===== src/rtl/aux_edid_pkg.sv =====
// Shared types and helpers for the I2C-over-AUX EDID responder.
// Assumes the register window is decoded on the low 8 address bits.
package aux_edid_pkg;

    typedef enum logic [2:0] {
        SEL_CTRL = 3'd0,
        SEL_D1   = 3'd1,
        SEL_D2   = 3'd2,
        SEL_D3   = 3'd3,
        SEL_D4   = 3'd4,
        SEL_D5   = 3'd5,
        SEL_NONE = 3'd7
    } reg_sel_e;

    typedef enum logic [1:0] {
        REQ_ADDR_ONLY = 2'd0,
        REQ_WRITE     = 2'd1,
        REQ_READ      = 2'd2,
        REQ_READ_BAD  = 2'd3
    } req_kind_e;

    typedef struct packed {
        logic [15:0] i2c_addr;
        logic        mot;
        logic        is_read;
    } req_word_t;

    // Request word field positions (decoded by the remote end, so fixed).
    localparam int ADDR_LSB    = 8;
    localparam int OP_READ_BIT = 28;
    localparam int OP_MOT_BIT  = 30;

    // Map a low-byte offset to a register selector.
    function automatic reg_sel_e map_offset(input logic [7:0] off);
        case (off)
            8'h10:   return SEL_CTRL;
            8'h14:   return SEL_D1;
            8'h18:   return SEL_D2;
            8'h1C:   return SEL_D3;
            8'h20:   return SEL_D4;
            8'h24:   return SEL_D5;
            default: return SEL_NONE;
        endcase
    endfunction

    // Pull the request fields out of data register 1.
    function automatic req_word_t split_request(input logic [31:0] w);
        req_word_t r;
        r.i2c_addr = w[ADDR_LSB +: 16];
        r.mot      = w[OP_MOT_BIT];
        r.is_read  = w[OP_READ_BIT];
        return r;
    endfunction

endpackage


===== src/rtl/aux_req_parse.sv =====
// Request classifier: spots a control write with the send bit set and
// sorts the pending request into address-only, write, read or bad read.
// Purely combinational; assumes the request word is already in data reg 1.
module aux_req_parse
    import aux_edid_pkg::*;
#(
    parameter int SIZE_LSB = 20,
    parameter int SIZE_W   = 5,
    parameter int BUSY_BIT = 31
) (
    input  logic        wr_en,
    input  logic [7:0]  wr_addr,
    input  logic [31:0] wr_data,
    input  logic [31:0] req_q,
    output logic        txn_go,
    output req_kind_e   req_kind,
    output req_word_t   req
);

    localparam logic [SIZE_W-1:0] LEN_ADDR_ONLY = SIZE_W'(3);
    localparam logic [SIZE_W-1:0] LEN_READ      = SIZE_W'(4);

    logic [SIZE_W-1:0] msg_len;

    // Detect a transaction start and extract the message length.
    always_comb begin
        msg_len = wr_data[SIZE_LSB +: SIZE_W];
        txn_go  = wr_en && (map_offset(wr_addr) == SEL_CTRL) && wr_data[BUSY_BIT];
        req     = split_request(req_q);
    end

    // Classify the request by length and direction.
    always_comb begin
        if (msg_len == LEN_ADDR_ONLY)  req_kind = REQ_ADDR_ONLY;
        else if (!req.is_read)         req_kind = REQ_WRITE;
        else if (msg_len == LEN_READ)  req_kind = REQ_READ;
        else                           req_kind = REQ_READ_BAD;
    end

endmodule


===== src/rtl/edid_session.sv =====
// EDID session tracker: slave selection, EDID enable, recorded port and a
// saturating read pointer. Supplies the reply byte for read requests.
// Assumes edid_byte is valid for edid_idx in the same cycle.
module edid_session
    import aux_edid_pkg::*;
#(
    parameter int          EDID_BYTES    = 128,
    parameter int          NPORTS        = 4,
    parameter logic [15:0] EDID_I2C_ADDR = 16'h0050,
    localparam int         PORT_W        = $clog2(NPORTS),
    localparam int         PTR_W         = $clog2(EDID_BYTES + 1)
) (
    input  logic              clk,
    input  logic              rst_n,
    input  logic              txn_go,
    input  req_kind_e         req_kind,
    input  req_word_t         req,
    input  logic [PORT_W-1:0] port_id,
    input  logic [NPORTS-1:0] monitor_present,
    input  logic [7:0]        edid_byte,
    output logic              live,
    output logic [PTR_W-1:0]  ptr,
    output logic [PORT_W-1:0] port_q,
    output logic [7:0]        reply_byte
);

    localparam logic [PTR_W-1:0] PTR_END = PTR_W'(EDID_BYTES);

    logic sel_q;
    logic avail_q;
    logic [PTR_W-1:0] ptr_q;
    logic end_session;
    logic pick_edid;

    // Decode what an address-only message does to the session.
    always_comb begin
        end_session = !req.mot || (req.i2c_addr == 16'h0000);
        pick_edid   = req.mot && (req.i2c_addr == EDID_I2C_ADDR);
    end

    // Session state update on each transaction.
    always_ff @(posedge clk) begin
        if (!rst_n) begin
            sel_q   <= 1'b0;
            avail_q <= 1'b0;
            ptr_q   <= '0;
            port_q  <= '0;
        end else if (txn_go) begin
            case (req_kind)
                REQ_ADDR_ONLY: begin
                    if (end_session) begin
                        sel_q   <= 1'b0;
                        avail_q <= 1'b0;
                        ptr_q   <= '0;
                        port_q  <= '0;
                    end else if (pick_edid) begin
                        sel_q  <= 1'b1;
                        port_q <= port_id;
                        if (monitor_present[port_id]) avail_q <= 1'b1;
                    end
                end
                REQ_READ: begin
                    if (sel_q && avail_q && (ptr_q < PTR_END)) ptr_q <= ptr_q + 1'b1;
                end
                default: ;
            endcase
        end
    end

    // Reply byte: filler when no session, zero past the end, else EDID.
    always_comb begin
        live = sel_q && avail_q;
        ptr  = ptr_q;
        if (!live)                reply_byte = 8'hFF;
        else if (ptr_q >= PTR_END) reply_byte = 8'h00;
        else                      reply_byte = edid_byte;
    end

    a_r9_ptr_bound: assert property (@(posedge clk) disable iff (!rst_n)
        ptr_q <= PTR_END);

    a_r7_ptr_step: assert property (@(posedge clk) disable iff (!rst_n)
        (ptr_q != $past(ptr_q)) |-> ((ptr_q == $past(ptr_q) + 1'b1) || (ptr_q == '0)));

    a_r5_avail_needs_sel: assert property (@(posedge clk) disable iff (!rst_n)
        avail_q |-> sel_q);

    a_r8_idle_no_advance: assert property (@(posedge clk) disable iff (!rst_n)
        !live |=> ((ptr_q == $past(ptr_q)) || (ptr_q == '0)));

endmodule


===== src/rtl/aux_regfile.sv =====
// Control and data register file of the AUX window. Stores host writes,
// posts the completion status and the reply word on a transaction.
// Read port is combinational; unknown offsets read zero.
module aux_regfile
    import aux_edid_pkg::*;
#(
    parameter int         SIZE_LSB = 20,
    parameter int         SIZE_W   = 5,
    parameter int         DONE_BIT = 30,
    parameter int         BUSY_BIT = 31,
    parameter int         NDATA    = 5,
    parameter logic [7:0] ACK_CODE = 8'h00
) (
    input  logic        clk,
    input  logic        rst_n,
    input  logic        wr_en,
    input  logic [7:0]  wr_addr,
    input  logic [31:0] wr_data,
    input  logic [7:0]  rd_addr,
    input  logic        txn_go,
    input  req_kind_e   req_kind,
    input  logic        req_is_read,
    input  logic [7:0]  reply_byte,
    output logic [31:0] rd_data,
    output logic [31:0] req_q
);

    localparam logic [31:0] DONE_MASK = 32'd1 << DONE_BIT;

    logic [31:0] ctrl_q;
    logic [31:0] data_q [NDATA];
    logic [31:0] status_word;
    logic [31:0] reply_word;
    reg_sel_e    wsel;
    reg_sel_e    rsel;

    // Build the completion status and reply word.
    always_comb begin
        wsel        = map_offset(wr_addr);
        status_word = DONE_MASK | (32'(req_is_read ? 2 : 1) << SIZE_LSB);
        reply_word  = {ACK_CODE, (req_kind == REQ_READ) ? reply_byte : 8'h00, 16'h0000};
    end

    // Control register: status on a transaction, else the written value.
    always_ff @(posedge clk) begin
        if (!rst_n)                               ctrl_q <= '0;
        else if (txn_go)                          ctrl_q <= status_word;
        else if (wr_en && (wsel == SEL_CTRL))     ctrl_q <= wr_data;
    end

    // Data registers: host writes; register 1 also takes the reply.
    for (genvar i = 0; i < NDATA; i++) begin : g_data
        localparam logic [2:0] MY_SEL = 3'(i + 1);
        if (i == 0) begin : g_req
            always_ff @(posedge clk) begin
                if (!rst_n)                                      data_q[i] <= '0;
                else if (wr_en && (3'(wsel) == MY_SEL))          data_q[i] <= wr_data;
                else if (txn_go && (req_kind != REQ_READ_BAD))   data_q[i] <= reply_word;
            end
        end else begin : g_plain
            always_ff @(posedge clk) begin
                if (!rst_n)                                data_q[i] <= '0;
                else if (wr_en && (3'(wsel) == MY_SEL))    data_q[i] <= wr_data;
            end
        end
    end

    // Combinational read mux.
    always_comb begin
        rsel  = map_offset(rd_addr);
        req_q = data_q[0];
        case (rsel)
            SEL_CTRL: rd_data = ctrl_q;
            SEL_D1:   rd_data = data_q[0];
            SEL_D2:   rd_data = data_q[1];
            SEL_D3:   rd_data = data_q[2];
            SEL_D4:   rd_data = data_q[3];
            SEL_D5:   rd_data = data_q[4];
            default:  rd_data = '0;
        endcase
    end

    a_r4_ctrl_done: assert property (@(posedge clk) disable iff (!rst_n)
        txn_go |=> (ctrl_q[DONE_BIT] && !ctrl_q[BUSY_BIT]));

    a_r11_bad_read_keeps: assert property (@(posedge clk) disable iff (!rst_n)
        (txn_go && (req_kind == REQ_READ_BAD)) |=> (data_q[0] == $past(data_q[0])));

    a_r10_write_ack_only: assert property (@(posedge clk) disable iff (!rst_n)
        (txn_go && (req_kind == REQ_WRITE)) |=> (data_q[0] == {ACK_CODE, 24'h0}));

endmodule


===== src/rtl/aux_edid_responder.sv =====
// Top of the I2C-over-AUX EDID responder: register window, request
// classifier and EDID session. Each request completes in one clock.
// Assumes edid_byte follows edid_idx combinationally.
module aux_edid_responder
    import aux_edid_pkg::*;
#(
    parameter int          SIZE_LSB      = 20,
    parameter int          SIZE_W        = 5,
    parameter int          DONE_BIT      = 30,
    parameter int          BUSY_BIT      = 31,
    parameter int          NDATA         = 5,
    parameter int          EDID_BYTES    = 128,
    parameter int          NPORTS        = 4,
    parameter logic [15:0] EDID_I2C_ADDR = 16'h0050,
    parameter logic [7:0]  ACK_CODE      = 8'h00,
    localparam int         PORT_W        = $clog2(NPORTS),
    localparam int         PTR_W         = $clog2(EDID_BYTES + 1)
) (
    input  logic              clk,
    input  logic              rst_n,
    input  logic              wr_en,
    input  logic [7:0]        wr_addr,
    input  logic [31:0]       wr_data,
    input  logic [7:0]        rd_addr,
    output logic [31:0]       rd_data,
    input  logic [PORT_W-1:0] port_id,
    input  logic [NPORTS-1:0] monitor_present,
    input  logic [7:0]        edid_byte,
    output logic [PTR_W-1:0]  edid_idx,
    output logic              session_live,
    output logic [PORT_W-1:0] session_port
);

    logic        txn_go;
    req_kind_e   req_kind;
    req_word_t   req;
    logic [31:0] req_q;
    logic [7:0]  reply_byte;

    aux_req_parse #(
        .SIZE_LSB (SIZE_LSB),
        .SIZE_W   (SIZE_W),
        .BUSY_BIT (BUSY_BIT)
    ) u_parse (
        .wr_en    (wr_en),
        .wr_addr  (wr_addr),
        .wr_data  (wr_data),
        .req_q    (req_q),
        .txn_go   (txn_go),
        .req_kind (req_kind),
        .req      (req)
    );

    edid_session #(
        .EDID_BYTES    (EDID_BYTES),
        .NPORTS        (NPORTS),
        .EDID_I2C_ADDR (EDID_I2C_ADDR)
    ) u_session (
        .clk             (clk),
        .rst_n           (rst_n),
        .txn_go          (txn_go),
        .req_kind        (req_kind),
        .req             (req),
        .port_id         (port_id),
        .monitor_present (monitor_present),
        .edid_byte       (edid_byte),
        .live            (session_live),
        .ptr             (edid_idx),
        .port_q          (session_port),
        .reply_byte      (reply_byte)
    );

    aux_regfile #(
        .SIZE_LSB (SIZE_LSB),
        .SIZE_W   (SIZE_W),
        .DONE_BIT (DONE_BIT),
        .BUSY_BIT (BUSY_BIT),
        .NDATA    (NDATA),
        .ACK_CODE (ACK_CODE)
    ) u_regs (
        .clk         (clk),
        .rst_n       (rst_n),
        .wr_en       (wr_en),
        .wr_addr     (wr_addr),
        .wr_data     (wr_data),
        .rd_addr     (rd_addr),
        .txn_go      (txn_go),
        .req_kind    (req_kind),
        .req_is_read (req.is_read),
        .reply_byte  (reply_byte),
        .rd_data     (rd_data),
        .req_q       (req_q)
    );

endmodule


===== config.mk =====
export PLATFORM = sky130hd
export DESIGN_NAME = aux_edid_responder
export DESIGN_NICKNAME = d
export VERILOG_FILES = /design/src/rtl/aux_edid_pkg.sv /design/src/rtl/aux_req_parse.sv /design/src/rtl/edid_session.sv /design/src/rtl/aux_regfile.sv /design/src/rtl/aux_edid_responder.sv
export SDC_FILE = /design/constraint.sdc
export NUM_CORES = 1
export LEC_CHECK = 0
export ABC_AREA = 1
export BUFFER_PORTS_ARGS = -buffer_cell sky130_fd_sc_hd__buf_2
export CAP_MARGIN = 10
export CORE_MARGIN = 2
export CORE_UTILIZATION = 65
export CTS_BUF_LIST = sky130_fd_sc_hd__clkbuf_4 sky130_fd_sc_hd__clkbuf_8
export CTS_CLUSTER_SIZE = 30
export DETAILED_ROUTE_END_ITERATION = 12
export PLACE_DENSITY = 0.87
export RECOVER_POWER = 25
export SLEW_MARGIN = 20
export SYNTH_ARGS = -nofsm -noshare
export SYNTH_HDL_FRONTEND = slang
export SYNTH_SLANG_ARGS = --single-unit

===== constraint.sdc =====
create_clock -name clk -period 8.4 [get_ports clk]
set_input_delay 1.68 -clock clk [delete_from_list [all_inputs] [get_ports clk]]
set_output_delay 1.68 -clock clk [all_outputs]
set_load 0.02 [all_outputs]

# Word level (Yosys, flattened, before mapping)
# Memory sizes are Yosys's and may differ from the RTL's.
# Cells that the tools add are included.
[op_classes] shift=0 add_sub_neg=1 mux=50 n_mul=0 eq_ne=29 div_mod_pow=0 n_reduce_logical=25 n_lt_le_gt_ge=3 n_bitwise=7
[op_table] operator="$mux 32" count=8
[op_table] operator="$pmux 32 s6" count=1
[op_table] operator="$eq 8x5->1 const B" count=8
[op_table] operator="$mux 8" count=5
[op_table] operator="$pmux 3 s6" count=2
[op_table] operator="$eq 8x6->1 const B" count=4
[op_table] operator="$mux 1" count=27
[op_table] operator="$eq 16x7->1 const B" count=1
[op_table] operator="$logic_not 16->1" count=1
[op_table] operator="$pmux 8 s2" count=1
[op_table] operator="$eq 3x2->1 const B" count=4
[op_table] operator="$eq 3x3->1 const B" count=4
[op_table] operator="$logic_and 1x1->1" count=11
[op_table] operator="$mux 2" count=5
[op_table] operator="$add 8x1->8 const B" count=1
[op_table] operator="$ge 8x8->1 const B" count=1
[op_table] operator="$lt 8x8->1 const B" count=1
[op_table] operator="$reduce_and 4->1" count=2
[op_table] operator="$reduce_bool 2->1" count=4
[op_table] operator="$eq 3x1->1 const B" count=2
[op_table] operator="$logic_not 3->1" count=2
[op_table] operator="$or 1x1->1" count=6
[op_table] operator="$eq 5x2->1 const B" count=1
[op_table] operator="$eq 5x3->1 const B" count=1
[op_table] operator="11 further kinds" count=12
[word_totals] ff_bits=44 in_bits=65 ram_bits=160 elab_cells=122 latchBits=0 n_memories=1 mem_bits_ro=0
[mem_list] name="u_regs.data_q" words=5 word_bits=32 rd=5 rd_ports_with_merged_regs=0 write_ports=5 line_no="aux_regfile.sv:31" source="logic [31:0] data_q [NDATA];"

# Depth between registers and ports, before layout
# Gate-level depths: netlist (run 1).
[logic_depth] depth_word=11 depth_mapped=15

# By module
# A second synthesis (run 1) with hierarchy kept.
[unflattened] hier_cells=1148 hier_area_um2=9831.9
[modules_own_cells] module="aux_regfile" seq_area_each_um2=5445.2 area_each_um2=8779.7 cells_each=966 n_inst=1
[modules_own_cells] module="edid_session" seq_area_each_um2=240.2 area_each_um2=820.8 cells_each=141 n_inst=1
[modules_own_cells] module="aux_req_parse" seq_area_each_um2=0.0 area_each_um2=231.5 cells_each=41 n_inst=1

# Worst setup path before layout (run 1)
# OpenSTA, ideal clock, no wires.
[synth_path] kind="input-to-output" start="input rd_addr[7]" end="output rd_data[2]" slack_ns=2.999 arrival_ns=3.721 cell_stages=13 path_buffers=2 cell_sequence="nor2_1 nand2_1 nor3_4 inv_2 clkbuf_1 ha_1 nand2_4 nand2_2 nor2_8 buf_6 nand3_1 and2_1 a21oi_1"
[synth_via] elab_chain_len=4 elab_cells_between_ends=14 classes_between="11 x eq/ne; 2 x mux; 1 x reduce/logical"
[synth_lines] element="start, declared" line_no="aux_edid_responder.sv:24" source="input logic [7:0] rd_addr,"
[synth_lines] element="$eq 8x6->1 / $eq 8x5->1 (equally long branches)" line_no="aux_edid_pkg.sv:35" source="case (off)"
[synth_lines] element="$pmux 3 s6 *" line_no="aux_edid_pkg.sv:35"
[synth_lines] element="$eq 3x3->1, or another cell as far along" line_no="aux_regfile.sv:72" source="case (rsel)"
[synth_lines] element="$pmux 32 s6 *" line_no="aux_regfile.sv:72"
[synth_lines] element="end, declared" line_no="aux_edid_responder.sv:25" source="output logic [31:0] rd_data,"
# Mark *: on every way between the ends. The rest lies on a longest branch, timed or not.

# Worst setup path in the final report (run 1)
[layout_path] start="input rd_addr[7]" end="output rd_data[21]"
# Same word-level chain as after synthesis.

==> results of run 1 <==
sequential cells by signal, indices dropped and copies added, names as in the netlist:
register           flops
u_regs.ctrl_q         31
u_session.ptr          8
u_session.sel_q        1
u_regs.data_q        160
u_session.avail_q      1
u_session.port_q       2
path summary, 6_finish.rpt:
check,end,startpoint
max,rd_data[21],rd_addr[7]
max reg2reg,u_regs.data_q[0][8],u_regs.data_q[0][28]
min reg2reg,u_regs.ctrl_q[5],u_regs.ctrl_q[5]
min,u_regs.ctrl_q[5],u_regs.ctrl_q[5]
layout make-up:
cell class	count	area (um^2)
inverters	88	330
repair buffers	119	604
well taps	211	264
clock buffers	49	593
fillers	1090	3910
clock inverters	13	66.3
multi-input cells	801	3880
flip-flops and latches	203	5670
through the flow:
stage,hold WS (ns),util
5_1_grt,0.479,0.745
4_1_cts,0.465,0.747
3_5_place_dp,0.456,0.704
3_3_place_gp,0.449,0.704
2_1_floorplan,0.439,-
6_report,0.469,0.745
layout by cell type, fill, tap and decap left out, types with 36 or more instances in the layout:
cell type | synthesis | final
buf_2 | 10 | 96
edfxtp_1 | 160 | 160
a21oi_1 | 71 | 71
nand2_1 | 250 | 250
inv_1 | 78 | 77
nand3_1 | 117 | 116
nand4_1 | 36 | 36
dfxtp_1 | 43 | 43
clkbuf_8 | 0 | 36
nor2_1 | 211 | 214
cells by family (layout without fill, tap and decap cells):
family / count (synthesis) / in the layout / synth area share
AO/OA/AOI/OAI: 108 / 108 / 0.0607
XOR/XNOR: 1 / 1 / 0.000857
adder cells (fa/ha/maj): 3 / 3 / 0.00367
buffers and inverters: 152 / 269 / 0.0680
AND/OR/NAND/NOR: 689 / 689 / 0.313
flip-flops: 203 / 203 / 0.554
worst reg2reg max path, delay by kind of cell, from the launching register on:
family / cells / cell delay, ns
buf+inv: 1 / 0.45
simple gates: 3 / 1.04
compound gates: 1 / 0.34
flops: 1 / 0.48
layer usage:
metal	track usage	up-vias	share of wire
met3	0.0756	97	0.13
met1	0.444	4166	0.37
met2	0.553	668	0.48
met5	0	-	0
met4	0.152	0	0.031
li1	-	4064	-
where the power goes:
group | switching (uW) | internal (uW) | leakage, uW | total [uW]
registers | 13.7 | 1120 | 0.00187 | 1140
logic | 76.2 | 21.2 | 0.00239 | 97.4
clock network | 402 | 458 | 0.000349 | 859
total | 492 | 1600 | 0.00460 | 2090
==> results.cfg, run 1 <==
[cts]
path_clk_slew_ns = 0.06
cts_buffers = 34
cts_max_level = 2
ctsResizeCount = 0
clkSinkCount = 203
cts.path.max_buffers = 3
clk_latency_ns = 0.53
root_buffer = clkbuf_8
cts_hold_buf = 0
cts_tree = built
post_cts_buffers = 0

[grt]
grt_pass1_wl_mm = 43.5
grt_pass1_vias = 8609
grt_start_max_net_pins = 65
track_usage = 0.341
antenna_found_initial = 0
gr-total-overflow = 0

[synthesis]
yosysMostFrequentCell = nand2_1
ys_warn_count = 0
syn_area_mm2 = 0.0102
netlist_top_cells_count = nand2_1 (250), nor2_1 (211), edfxtp_1 (160)
seq_area_frac_synth = 0.554
synth_seq_cells = 203
synth_edf_count = 160
synth_top_area_share = 0.470
yosysUniqueCellTypes = 41
synth_ff_type = edfxtp_1
avgSynthCellArea_um2 = 8.84
syn-num-nets = 1224
yosys.area.top_type = edfxtp_1
synth_cells = 1156
yosys-top-cells-area = edfxtp_1 (47%), nand2_1 (9.2%), dfxtp_1 (8.4%), nor2_1 (7.7%), nand3_1 (5.7%)
async_reset_ff_frac = 0

[critical_path]
crit_path_end_kind = output port
max_stage_delay_ns = 0.71
path_class = in2out
crit_path_cell_trace = buf_2, nor2_1, nand2_1, nor3_4, buf_4, inv_2, ha_1, nand2_4, nand2_2, nor2_8, nand2_1, nand2_1, nor2_4, a21oi_1, buf_2
cp_common_cell = nand2_1
reg2reg_slack_ns = 5.71
path_delay_family = simple AND/OR/NAND/NOR gates
worst_ep_arrival_time_ns = 4.84
cp-start-kind = primary input
reg2reg_depth = 5
crit_buf_inv = 4
cp_num_cells = 15
slowest_stage = nor2_8
cp.required_ns = 6.72
cp_max_fo = 64

[layout]
drive_gt1_frac = 0.182
syn2layout_area_growth_pct = 11.5
nets = 1315
antenna_cells = 0
layout.cells.non_filler = 1484
final_area_mm2 = 0.0114

[floorplanning]
core_mm2 = 0.0153
dieArea_mm2 = 0.0167
io_pins = 108
initial_utilization = 0.668
placementRows = 45
die_h_um = 129
fp.dieW_um = 129

[placement]
post-place-ws_ns = 1.96
placed_area_mm2 = 0.0108
dpl.hpwl_mm = 16.3
place_inst = 1422
portBuffers = 107
gp_congestion = 0.870

[routing]
ant_nets = 0
wire_per_inst_um = 18.9
drt_iter0_drc = 1131
drc = 0
finalWirelength_mm = 28.0
drt_pass1_iterations = 6
avgViaCountPerCell = 6.06
vias = 8995

[sta]
period_share = 0.776
fmax_ghz = 0.153
tns_ns = 0
maxSlewViolCount = 73
final_hold_viol_count = 0
setup_viol = 0
rsz0062_at_grt = no
timing.final.ws_setup_ns = 1.88
worst_pin_slew_ns = 2.49
min_period_ns = 6.52
skew_ns = 0.0203
maxSlewHeadroom = -0.679

[power_and_ir_drop]
p_leak_uw = 0.00460
irDropWorstVdd_uv = 119
post-layout-total-power_uw = 2090
p_per_area_mw_per_mm2 = 184

[job]
drv_cap = 3

[min_path]
hold_depth = 2
min_path_type = reg2reg

[status]
outcome = finished with violations
violations = capacitance limit, slew limit
(Power assumes the default switching activity.)
==> inputs of run 2 (changes only) <==
--- a/config.mk
+++ b/config.mk
@@ -9,11 +9,11 @@
 export BUFFER_PORTS_ARGS = -buffer_cell sky130_fd_sc_hd__buf_2
 export CAP_MARGIN = 10
 export CORE_MARGIN = 2
-export CORE_UTILIZATION = 65
+export CORE_UTILIZATION = 55
 export CTS_BUF_LIST = sky130_fd_sc_hd__clkbuf_4 sky130_fd_sc_hd__clkbuf_8
 export CTS_CLUSTER_SIZE = 30
 export DETAILED_ROUTE_END_ITERATION = 12
-export PLACE_DENSITY = 0.87
+export PLACE_DENSITY = 0.78
 export RECOVER_POWER = 25
 export SLEW_MARGIN = 20
 export SYNTH_ARGS = -nofsm -noshare
==> constraint.sdc (replaced) <==
create_clock -name clk -period 5.8 [get_ports clk]
set_input_delay 1.16 -clock clk [delete_from_list [all_inputs] [get_ports clk]]
set_output_delay 1.16 -clock clk [all_outputs]
set_load 0.02 [all_outputs]
==> results.cfg, run 2 (synthesized netlist as in run 1, its figures left out) <==
[status]
outcome = finished with violations
violations = capacitance limit, slew limit

[layout]
syn2layout_area_growth_pct = 12.3
multiInputGateArea_mm2 = 0.00383
nets = 1324
final_common_cell = nand2_1
fillers = 1499
layout.cells.non_filler = 1508
layout_common_cells = nand2_1 (250), nor2_1 (212), edfxtp_1 (160)
utilization = 0.635
largest_reg_flops = 160
antenna_cells = 0
final_area_mm2 = 0.0115
largest-register = u_regs.data_q
drive_gt1_frac = 0.179
ff_latch_area_mm2 = 0.00567

[sta]
period_share = 0.879
maxSlewHeadroom = -0.509
setup_viol = 0
timing.final.ws_setup_ns = 0.699
min_period_ns = 5.10
fmax_ghz = 0.196
worst_pin_slew_ns = 2.26
maxSlewViolCount = 92
final_hold_viol_count = 0
rsz0062_at_grt = no
skew_ns = 0.0166
tns_ns = 0

[grt]
grt.busiest_layer = met2
grt_pass1_wl_mm = 44.7
grt_pass1_vias = 8806
grt_start_max_net_pins = 46
antenna_found_initial = 0
gr-usage-met2 = 0.499
grtUsageMet3 = 0.0585
track_usage = 0.291
gr-total-overflow = 0
grtUsageMet1 = 0.365

[floorplanning]
core_mm2 = 0.0181
initial_utilization = 0.565
fp.dieW_um = 140
io_pins = 108
dieArea_mm2 = 0.0197
placementRows = 49
die_h_um = 140

[routing]
drt_pass1_iterations = 6
avgViaCountPerCell = 5.79
drt_iter0_drc = 974
drc = 0
vias = 8733
ant_nets = 0
finalWirelength_mm = 28.3
wire_per_inst_um = 18.7

[critical_path]
cp_max_fo = 32
cp.required_ns = 4.64
cp-start-kind = primary input
path_class = in2out
reg2reg_slack_ns = 2.87
r2r-end = u_regs.data_q[0][18]
crit_path_end_kind = output port
worst_ep_arrival_time_ns = 3.94
r2r-start = u_regs.data_q[0][28]
reg2reg_depth = 5

[placement]
dpl.hpwl_mm = 16.7
post-place-ws_ns = 0.715
place_inst = 1448
portBuffers = 107
placed_area_mm2 = 0.0109
gp_congestion = 0.825

[cts]
path_clk_slew_ns = 0.06
cts_hold_buf = 0
cts.path.max_buffers = 3
clk_latency_ns = 0.52
clkSinkCount = 203
post_cts_buffers = 0
ctsResizeCount = 0
cts_max_level = 2
cts_buffers = 35
root_buffer = clkbuf_8
cts_tree = built

[power_and_ir_drop]
p_leak_uw = 0.00465
irDropWorstVdd_uv = 168
p_per_area_mw_per_mm2 = 271

[min_path]
min_path_type = reg2reg
whs_endpoint = u_regs.ctrl_q[6]
hold_start = u_regs.ctrl_q[6]
hold_depth = 2

[job]
drv_cap = 3
[run 2: cell types whose count changed in the layout (fill, tap and decap cells not counted), sizes merged]
cell	delta
buf	+8
bufinv	+2
clkbuf	-1
clkinv	-2
clkinvlp	-1
[run 2: worst max path at each step]
stage	slack, ns	end	startpoint
floorplan	1.25	u_regs.data_q[4][0]	wr_addr[1]
global placement	0.82	rd_data[28]	rd_addr[7]
detailed placement	0.72	rd_data[28]	rd_addr[7]
CTS	0.71	rd_data[28]	rd_addr[7]
global route	0.48	rd_data[1]	rd_addr[7]
finish	0.70	rd_data[1]	rd_addr[7]
[run 2: area by class of cell]
class	count	area share
Clock buffer	48	0.0521
Clock inverter	12	0.00927
Inverter	88	0.0288
Multi-Input combinational cell	801	0.334
Sequential cell	203	0.494
Tap cell	229	0.0250
Timing Repair Buffer	127	0.0577
[run 2: where the power goes]
group | internal [uW] | switching, uW
registers | 1630 | 20.3
clock network | 755 | 572
logic | 31.6 | 109
total | 2410 | 701
[run 2: worst max-delay path, cell delays in order]
cell and delay (ns):
buf_2 0.10, nor2_1 0.14, nand2_1 0.12, nor3_4 0.32, inv_1 0.11, ha_1 0.24, nand2_4 0.22, nand2_2 0.14
nor2_8 0.39, nand2_1 0.09, nand2_1 0.13, nor2_4 0.12, buf_4 0.25, a21oi_1 0.17, buf_2 0.19
[run 2: metal layers]
metal	wire length [um]	vias up	part of all wire
li1	-	4082	-
met1	10800	4134	0.38
met2	13800	435	0.49
met3	2700	82	0.095
met4	929	0	0.033
met5	0	-	0
[run 2: stage by stage]
step / power [uW] / hold slack (ns)
global placement: 1810 / 0.451
floorplan: 1750 / 0.439
finish: 3110 / 0.464
detailed placement: 1810 / 0.456
CTS: 3120 / 0.465
global route: 3200 / 0.487
==> inputs of run 3 (changes only) <==
--- a/config.mk
+++ b/config.mk
@@ -9,11 +9,11 @@
 export BUFFER_PORTS_ARGS = -buffer_cell sky130_fd_sc_hd__buf_2
 export CAP_MARGIN = 10
 export CORE_MARGIN = 2
-export CORE_UTILIZATION = 55
+export CORE_UTILIZATION = 61
 export CTS_BUF_LIST = sky130_fd_sc_hd__clkbuf_4 sky130_fd_sc_hd__clkbuf_8
 export CTS_CLUSTER_SIZE = 30
 export DETAILED_ROUTE_END_ITERATION = 12
-export PLACE_DENSITY = 0.78
+export PLACE_DENSITY = 0.82
 export RECOVER_POWER = 25
 export SLEW_MARGIN = 20
 export SYNTH_ARGS = -nofsm -noshare
==> constraint.sdc (replaced) <==
create_clock -name clk -period 5 [get_ports clk]
set_input_delay 1 -clock clk [delete_from_list [all_inputs] [get_ports clk]]
set_output_delay 1 -clock clk [all_outputs]
set_load 0.02 [all_outputs]
==> results.cfg, run 3 (synthesized netlist as in run 1, its figures left out) <==
[cts]
ctsResizeCount = 0
cts.path.max_buffers = 3
post_cts_buffers = 0
clk_latency_ns = 0.53
clkSinkCount = 203
cts_max_level = 2
root_buffer = clkbuf_8
cts_buffers = 35
path_clk_slew_ns = 0.06
cts_hold_buf = 0
cts_tree = built

[routing]
drt_pass1_iterations = 6
finalWirelength_mm = 28.5
ant_nets = 0
wire_per_inst_um = 18.9
drc = 0
avgViaCountPerCell = 5.91
vias = 8904
drt_iter0_drc = 1110

[critical_path]
path_class = in2out
startpoint = rd_addr[7]
r2r-end = u_regs.data_q[0][4]
r2r-start = u_regs.data_q[0][28]
reg2reg_depth = 5
crit_path_end_kind = output port
reg2reg_slack_ns = 2.33
cp_max_fo = 48
worst_ep_arrival_time_ns = 3.59
cp-start-kind = primary input
cp.required_ns = 4.00

[sta]
tns_ns = 0
period_share = 0.919
rsz0062_at_grt = no
maxSlewHeadroom = -0.610
fmax_ghz = 0.218
min_period_ns = 4.59
final_hold_viol_count = 0
setup_viol = 0
skew_ns = 0.0242
maxSlewViolCount = 125
worst_pin_slew_ns = 2.42

[layout]
nets = 1328
final_common_cell = nand2_1
layout.cells.non_filler = 1506
drive_gt1_frac = 0.191
syn2layout_area_growth_pct = 13.0
antenna_cells = 0
largest_reg_flops = 160
layout_common_cells = nand2_1 (250), nor2_1 (212), edfxtp_1 (160)
largest-register = u_regs.data_q
fillers = 1314
utilization = 0.702

[grt]
antenna_found_initial = 0
grt_pass1_vias = 8548
grt_pass1_wl_mm = 44.5
gr-total-overflow = 0
track_usage = 0.323
grt_start_max_net_pins = 49

[power_and_ir_drop]
p_per_area_mw_per_mm2 = 309
post-layout-total-power_uw = 3580
seq_power_share = 0.534
pwr-share-comb = 0.047
p_sw_frac = 0.231
irDropWorstVdd_uv = 212
clkPwrFrac = 0.420
switching_power_uw = 825
p_leak_uw = 0.00468
cell_internal_pwr_uw = 2750

[floorplanning]
io_pins = 108
core_mm2 = 0.0165
placementRows = 47
dieArea_mm2 = 0.0178
fp.dieW_um = 133
initial_utilization = 0.621
die_h_um = 133

[job]
drv_cap = 4

[min_path]
hold_depth = 2
hold_start = u_session.avail_q
min_path_type = reg2reg
whs_endpoint = u_session.avail_q

[status]
outcome = finished with violations
violations = capacitance limit, slew limit

[placement]
dpl.hpwl_mm = 17.3
place_inst = 1443
gp_congestion = 0.821
portBuffers = 107
## run 3: cell count changes in the layout (fill, tap and decap cells not counted), moves of 2 or more
cell / change
clkbuf_4: +9
nor3_2: +11
nor3_1: -11
clkbuf_1: +2
clkinvlp_4: +2
bufinv_16: -2
buf_12: +2
clkinv_1: -2
clkinv_2: -4
## run 3: power groups by stage
stage / Sequential (uW) / Combinational (uW) / Clock (uW)
after floorplan: 1940 / 88.4 / 0
after global placement: 1940 / 161 / 0
after detailed placement: 1940 / 164 / 0
after CTS: 1910 / 165 / 1500
after global routing: 1910 / 180 / 1560
final: 1910 / 167 / 1500
## run 3: metrics by stage
stage	hold slack (ns)	instance area (um^2)	setup WS, ns
3_5_place_dp	0.459	10900	0.463
3_3_place_gp	0.451	10900	0.515
5_1_grt	0.479	11600	0.242
4_1_cts	0.469	11600	0.440
2_1_floorplan	0.439	10200	0.612
6_report	0.467	11600	0.405
## run 3: how the worst max path moves through the flow
stage	depth (start not counted)	slack, ns	end
after CTS	15	0.44	rd_data[22]
final	15	0.41	rd_data[21]
after detailed placement	15	0.46	rd_data[21]
after global routing	15	0.24	rd_data[21]
after global placement	15	0.52	rd_data[21]
after floorplan	7	0.61	u_regs.data_q[4][0]
## run 3: critical path, cell delays in order
cell	delay, ns
buf_2	0.10
nor2_1	0.14
nand2_1	0.12
nor3_4	0.32
inv_1	0.11
ha_1	0.25
nand2_4	0.22
nand2_2	0.14
nor2_8	0.26
buf_12	0.28
nand3_1	0.11
nand2_1	0.08
nor2_1	0.04
a21oi_1	0.18
buf_2	0.20
## run 3: per-layer routing
metal,vias up,GRT usage,share of wire
met5,-,0,0
li1,4088,-,-
met2,591,0.531,0.48
met4,0,0.129,0.033
met3,85,0.0540,0.11
met1,4140,0.431,0.37
## run 3: area by class of cell
class | count | area (um^2) | share of cell area
inverters | 88 | 330 | 0.0286
clock buffers | 56 | 652 | 0.0564
clock inverters | 7 | 42.5 | 0.00368
well taps | 220 | 275 | 0.0238
flip-flops and latches | 203 | 5670 | 0.490
repair buffers | 131 | 712 | 0.0616
multi-input cells | 801 | 3880 | 0.336
